<file path="src/rtl/shl_add_pkg.sv">
// Package: shared constants and types for the shift-left-and-add unit.
// Assumes the opcode sits in the top nibble of the instruction word.
package shl_add_pkg;
    localparam int DATA_W = 32;
    localparam int CNT_W  = 4;
    localparam int IDX_W  = 4;

    localparam logic [3:0] OPC_MOVSHL = 4'b1011;
    localparam logic [3:0] OPC_SHLADD = 4'b1010;

    typedef struct packed {
        logic n;
        logic z;
        logic v;
        logic c;
    } cc_t;
endpackage

</file>
<file path="src/rtl/shl_add_decode.sv">
// Module: instruction decoder. Splits the word into fields, expands the
// count (zero means 2**CNT_W) and classifies legality. Purely combinational.
// Assumes opcode in instr[15:12], dst [11:8], src [7:4], count [3:0].
module shl_add_decode
    import shl_add_pkg::*;
#(
    parameter int CW = CNT_W,
    parameter int IW = IDX_W
) (
    input  logic [15:0]   instr,
    input  logic          in_valid,
    output logic          is_mov,
    output logic          is_add,
    output logic [IW-1:0] dst_idx,
    output logic [IW-1:0] src_idx,
    output logic [CW:0]   shamt,
    output logic          do_trap,
    output logic          do_update,
    output logic          do_write
);
    logic [CW-1:0] cnt_field;

    // Field extraction and count expansion.
    always_comb begin
        dst_idx   = instr[11:8];
        src_idx   = instr[7:4];
        cnt_field = instr[CW-1:0];
        shamt     = (cnt_field == '0) ? (CW+1)'(1 << CW) : {1'b0, cnt_field};
    end

    // Opcode classification and legality of register-zero roles.
    always_comb begin
        is_mov    = in_valid && (instr[15:12] == OPC_MOVSHL);
        is_add    = in_valid && (instr[15:12] == OPC_SHLADD);
        do_trap   = (is_mov && (src_idx == '0)) || (is_add && (dst_idx == '0));
        do_update = (is_mov || is_add) && !do_trap;
        do_write  = do_update && (dst_idx != '0);
    end
endmodule

</file>
<file path="src/rtl/shl_add_shifter.sv">
// Module: left shifter with lost-bit and signed-overflow detection.
// Assumes 1 <= shamt <= W-1; bits shifted past the top are reported, not kept.
module shl_add_shifter #(
    parameter int W  = 32,
    parameter int SW = 5
) (
    input  logic [W-1:0]  x,
    input  logic [SW-1:0] shamt,
    output logic [W-1:0]  y,
    output logic          lost_ones,
    output logic          sign_ovf
);
    localparam int WIDE = 2 * W;

    logic [WIDE-1:0] wide;
    logic [W-1:0]    in_win;
    logic [W-1:0]    differs;

    // Double-width shift keeps the bits that fall off the top.
    always_comb begin
        wide      = {{W{1'b0}}, x} << shamt;
        y         = wide[W-1:0];
        lost_ones = |wide[WIDE-1:W];
    end

    // Bits from W-1-shamt upward must all match the sign for a clean signed shift.
    for (genvar g = 0; g < W; g++) begin : g_win
        assign in_win[g]  = (32'(shamt) >= 32'(W - 1 - g));
        assign differs[g] = in_win[g] && (x[g] != x[W-1]);
    end

    // Signed overflow whenever any window bit disagrees with the sign.
    always_comb sign_ovf = |differs;
endmodule

</file>
<file path="src/rtl/shl_add_adder.sv">
// Module: W-bit adder reporting unsigned carry out and signed overflow.
// Assumes two's complement operands.
module shl_add_adder #(
    parameter int W = 32
) (
    input  logic [W-1:0] a,
    input  logic [W-1:0] b,
    output logic [W-1:0] sum,
    output logic         cout,
    output logic         ovf
);
    logic [W:0] full;

    // Sum with carry, then signed overflow from the operand and result signs.
    always_comb begin
        full = {1'b0, a} + {1'b0, b};
        sum  = full[W-1:0];
        cout = full[W];
        ovf  = (a[W-1] == b[W-1]) && (sum[W-1] != a[W-1]);
    end
endmodule

</file>
<file path="src/rtl/shl_add_unit.sv">
// Module: top of the shift-left-and-add execution slice. One registered
// stage: decode, shift, add and flag generation happen in the cycle the
// instruction is valid, and results appear after the next rising edge.
// Assumes the register file supplies both read values in the same cycle.
module shl_add_unit
    import shl_add_pkg::*;
(
    input  logic               clk,
    input  logic               rst_n,
    input  logic               in_valid,
    input  logic [15:0]        instr,
    input  logic [DATA_W-1:0]  dst_val,
    input  logic [DATA_W-1:0]  src_val,
    output logic [DATA_W-1:0]  result,
    output logic               wr_en,
    output logic               trap,
    output logic [3:0]         flags
);
    localparam int SW = CNT_W + 1;

    logic              is_mov, is_add, do_trap, do_update, do_write;
    logic [IDX_W-1:0]  dst_idx, src_idx;
    logic [SW-1:0]     shamt;
    logic [DATA_W-1:0] shl_in, shl_out, addend, sum;
    logic              lost_ones, sign_ovf, cout, add_ovf;
    cc_t               cc_next, cc_q;
    logic [DATA_W-1:0] res_q;
    logic              wr_q, trap_q;

    shl_add_decode #(.CW(CNT_W), .IW(IDX_W)) u_dec (
        .instr     (instr),
        .in_valid  (in_valid),
        .is_mov    (is_mov),
        .is_add    (is_add),
        .dst_idx   (dst_idx),
        .src_idx   (src_idx),
        .shamt     (shamt),
        .do_trap   (do_trap),
        .do_update (do_update),
        .do_write  (do_write)
    );

    // Operand select: move shifts the source, shift-add shifts the destination.
    always_comb begin
        shl_in = is_mov ? src_val : dst_val;
        addend = (is_add && (src_idx != '0)) ? src_val : '0;
    end

    shl_add_shifter #(.W(DATA_W), .SW(SW)) u_shl (
        .x         (shl_in),
        .shamt     (shamt),
        .y         (shl_out),
        .lost_ones (lost_ones),
        .sign_ovf  (sign_ovf)
    );

    shl_add_adder #(.W(DATA_W)) u_add (
        .a    (shl_out),
        .b    (addend),
        .sum  (sum),
        .cout (cout),
        .ovf  (add_ovf)
    );

    // Condition codes from the final sum and both stages' exception bits.
    always_comb begin
        cc_next.n = sum[DATA_W-1];
        cc_next.z = (sum == '0);
        cc_next.v = sign_ovf || add_ovf;
        cc_next.c = lost_ones || cout;
    end

    // Output stage: pulses for write/trap, held state for result and flags.
    always_ff @(posedge clk) begin
        if (!rst_n) begin
            res_q  <= '0;
            cc_q   <= '0;
            wr_q   <= 1'b0;
            trap_q <= 1'b0;
        end else begin
            wr_q   <= do_write;
            trap_q <= do_trap;
            if (do_update) begin
                res_q <= sum;
                cc_q  <= cc_next;
            end
        end
    end

    assign result = res_q;
    assign wr_en  = wr_q;
    assign trap   = trap_q;
    assign flags  = cc_q;

    AST_TRAP_NO_WRITE: assert property (@(posedge clk) disable iff (!rst_n)
        trap_q |-> !wr_q);
    AST_TRAP_KEEPS_FLAGS: assert property (@(posedge clk) disable iff (!rst_n)
        trap_q |-> ($stable(cc_q) && $stable(res_q)));
    AST_WRITE_NEEDS_VALID: assert property (@(posedge clk) disable iff (!rst_n)
        wr_q |-> $past(in_valid));
    AST_IDLE_QUIET: assert property (@(posedge clk) disable iff (!rst_n)
        !$past(in_valid) |-> (!wr_q && !trap_q && $stable(cc_q)));
    AST_N_IS_SIGN: assert property (@(posedge clk) disable iff (!rst_n)
        wr_q |-> (cc_q.n == res_q[DATA_W-1]));
    AST_Z_IS_ZERO: assert property (@(posedge clk) disable iff (!rst_n)
        wr_q |-> (cc_q.z == (res_q == '0)));
endmodule

</file>
<file path="config.mk">
export PLATFORM = sky130hd
export DESIGN_NAME = shl_add_unit
export DESIGN_NICKNAME = d
export VERILOG_FILES = /design/src/rtl/shl_add_pkg.sv /design/src/rtl/shl_add_decode.sv /design/src/rtl/shl_add_shifter.sv /design/src/rtl/shl_add_adder.sv /design/src/rtl/shl_add_unit.sv
export SDC_FILE = /design/constraint.sdc
export NUM_CORES = 1
export LEC_CHECK = 0
export BUFFER_PORTS_ARGS = -buffer_cell sky130_fd_sc_hd__buf_2
export CAP_MARGIN = 20
export CORE_MARGIN = 4
export CORE_UTILIZATION = 45
export DETAILED_ROUTE_END_ITERATION = 12
export GPL_TIMING_DRIVEN = 0
export PLACE_DENSITY = 0.67
export SLEW_MARGIN = 25
export SYNTH_ARGS = -nofsm -noshare
export SYNTH_HDL_FRONTEND = slang
export SYNTH_SLANG_ARGS = --single-unit
</file>
<file path="constraint.sdc">
create_clock -name clk -period 13.1 [get_ports clk]
set_clock_uncertainty 0.05 [all_clocks]
set_input_delay 0.655 -clock clk [delete_from_list [all_inputs] [get_ports clk]]
set_output_delay 0.655 -clock clk [all_outputs]
set_load 0.05 [all_outputs]
</file>
==> summary.txt <==
Floorplan
  – Site Rows: 43
  – DIE AREA: 16310 um2
  – Number of top-level pins: 121
  – Core area: 13930 um2
  – Initial Util: 46.27%
  – Die X: 127.7 um
  – Die Height: 127.7 um

Synth
  – Mapped Avg Cell Area: 8.019 um2
  – Yosys cell types: 71
  – Sequential area share after synthesis: 11.49%
  – Synth top area share: 11.49%
  – Top post-synthesis cells by area: dfxtp_1, mux4_1, mux4_2, ha_1, and2_1
  – Cell taking the most area after synthesis: dfxtp_1
  – Synthesized Nets: 920
  – Syn Inst Count: 804
  – Synth Cell Area: 6447 um2
  – Synth Flop Type: dfxtp_1
  – Ys async rst share: 0%
  – Synthesis Warnings: 0
  – Synth top cells by count: nand2_1, a21oi_1, nor2_1
  – #FFs+latches synth: 37
  – Post-synth EDFFs: 0
  – Count leader, synth: nand2_1

Pwr
  – PD cells: 64.10 nW/um2
  – LEAKAGE: 3.244 nW
  – Tot Pwr: 474.4 uW
  – Worst vdd ir: 0.04425 mV

Timing
  – Final min period: 7.260 ns
  – Unrepaired setup endpoints after global routing: no
  – Max Slew Vio Count: 0
  – Crit share post-route: 55.42%
  – FMAX: 137.7 MHz
  – Slew HR: 27.56%
  – Worst Tran Pin Value: 1.059 ns
  – Final Hold Viols: 0
  – Final setup fails: 0
  – Setup TNS: 0 ns

Setup path
  – WS Path Type: primary input to register
  – Worst flop-to-flop path startpoint: result[20]$_SDFFE_PN0P_
  – Crit path required time: 13.26 ns
  – Reg2Reg Setup Slack: 12.33 ns
  – Critical Path Start: in_valid
  – Startpoint Class: primary input
  – CP endpoint kind: register
  – CP Data Arrival Time: 7.42 ns
  – CP Max Fanout: 10

Placed design
  – Routability congestion estimate from global placement: 1.033
  – Detailed placement HPWL: 19.11 mm
  – Port buffer count: 117

Detailed routing
  – Vias/cell: 6.333
  – WL final: 22.92 mm
  – DR DRC count: 0
  – Via count: 7017
  – Wire per inst: 20.68 um
  – Routed Antenna Nets: 0
  – Detailed Route Iter0 Violations: 660
  – Pre-antenna DRT Iters: 5

Clock tree
  – Clock Sink Count: 37
  – Root buf cell: clkbuf_16
  – Worst-skew pair later-pin latency: 0.27 ns
  – # resized after CTS: 0
  – Setup bufs post-CTS: 0
  – Post-CTS Hold Fix Bufs: 0
  – Number of H-tree levels: 2
  – CTS tree: built
  – Clk buf depth: 2
  – Reg clk slew, reported paths: 0.05 ns
  – Num CTS Buffers: 5

Global routing
  – Vias in the first global route: 6584
  – GR met1 Demand/Resource: 37.00%
  – First-pass GRT wire length: 35.70 mm
  – Met3 Use GR: 2.958%
  – Antenna violations before repair: 0
  – Most Crowded Layer GR: met2
  – Grt met2 use: 45.15%
  – Global Route Usage Sum: 27.24%
  – GRT overflow: 0
  – Largest net degree at the start of global routing: 11

Layout
  – Diode count: 0
  – Area added between synthesis and finish: 14.79%
  – Share of cells above drive strength 1: 18.86%
  – # nets final: 1044
  – Layout fillers: 1358

Outcome
  – Outcome: finished, final reports clean

Min path
  – Hold Crit Start: result[15]$_SDFFE_PN0P_
  – Worst hold-check path type: register to register

Run
  – Max-cap violations: 0
[placed cells by master, fill, tap and decap left out, types with 5 or more instances in the layout]
master,Yosys,final
a21oi_1,63,63
nor3_1,25,25
xor2_1,5,5
a21boi_0,20,20
xnor2_1,18,18
nand2_1,89,89
o211ai_1,8,8
mux4_1,26,26
mux2i_1,32,32
and3_1,14,14
o22ai_1,5,5
o31ai_1,11,11
buf_2,4,121
and2_1,54,54
o31a_1,5,5
o21ai_0,35,35
nand4_1,10,10
clkbuf_16,0,5
clkbuf_1,44,45
or3_1,7,7
a31oi_1,6,6
a21o_1,13,13
nor2_1,63,63
o21a_1,10,10
nor4_1,11,11
nand3_1,19,19
a211oi_1,18,18
dfxtp_1,37,37
inv_1,13,13
buf_1,5,5
mux4_2,26,26
ha_1,32,32
[critical path, cell delays in order]
cell	delay [ns]
buf_2	0.09
and4b_1	0.20
buf_6	0.14
nand2_4	0.14
buf_6	0.20
buf_6	0.21
buf_2	0.33
buf_2	0.41
mux2i_1	0.53
mux2i_1	0.29
mux2i_1	0.42
a21oi_1	0.22
and2_1	0.22
ha_1	0.28
clkbuf_1	0.29
a211o_1	0.21
a21oi_1	0.09
a2111oi_0	0.95
nor2_1	0.13
xnor2_1	0.19
or4_1	0.52
nor4_1	0.37
o2111ai_1	0.16
o21ai_0	0.15
[power breakdown]
part           switching (mW)  internal [mW]
clock network          0.0418         0.0746
registers             0.00121          0.115
logic                   0.147         0.0942
[kinds of logic (layout without fill, tap and decap cells)]
group / Yosys count / in the layout / share of synthesized area [%]
flip-flops: 37 / 37 / 11.49
other: 1 / 1 / 0.05816
AND/OR/NAND/NOR: 314 / 314 / 24.12
AO/OA/AOI/OAI: 235 / 235 / 24.49
multiplexers: 88 / 88 / 25.34
adder cells (fa/ha/maj): 33 / 33 / 6.520
XOR/XNOR: 23 / 23 / 3.124
buffers and inverters: 73 / 197 / 4.852
[through the flow]
step | worst slack (ns) | util [%] | std cells | hold slack [ns] | instance area [um2]
floorplan | 7.597 | - | 804 | 0.6268 | 6447
global placement | 5.709 | 52.09 | 1101 | 0.3983 | 7258
detailed placement | 5.703 | 52.09 | 1101 | 0.4058 | 7258
CTS | 5.967 | 53.11 | 1108 | 0.4130 | 7401
global route | 5.562 | 53.11 | 1108 | 0.4319 | 7401
finish | 5.840 | 53.11 | 1108 | 0.4077 | 7401
[final timing paths]
| path | to | cells after the start |
|---|---|---|
| worst min register to register | result[15]$_SDFFE_PN0P_ | 2 |
| worst max-delay path | flags[2]$_SDFFE_PN0P_ | 24 |
| worst min-delay path | result[15]$_SDFFE_PN0P_ | 2 |
| worst max register to register | result[20]$_SDFFE_PN0P_ | 3 |
[cell type report]
type,instances,area [um2],share of cell area (%)
plain buffers,58,256.5,3.466
clock buffers,7,142.6,1.927
inverters,15,56.30,0.7608
multi-input cells,694,5394,72.88
flip-flops and latches,37,740.7,10.01
well taps,180,225.2,3.043
repair buffers,117,585.6,7.912
[flip-flops by register name (all words and copies together) (netlist names)]
name    cells
trap        1
flags       4
result     31
wr_en       1
[per-layer routing]
layer / share of wire (%) / up-vias
met4: 3.0 / 0
met1: 43 / 3266
met3: 8.2 / 45
met2: 46 / 360
li1: - / 3346
met5: 0 / -
Note: power is estimated with default switching activity, not from simulation.
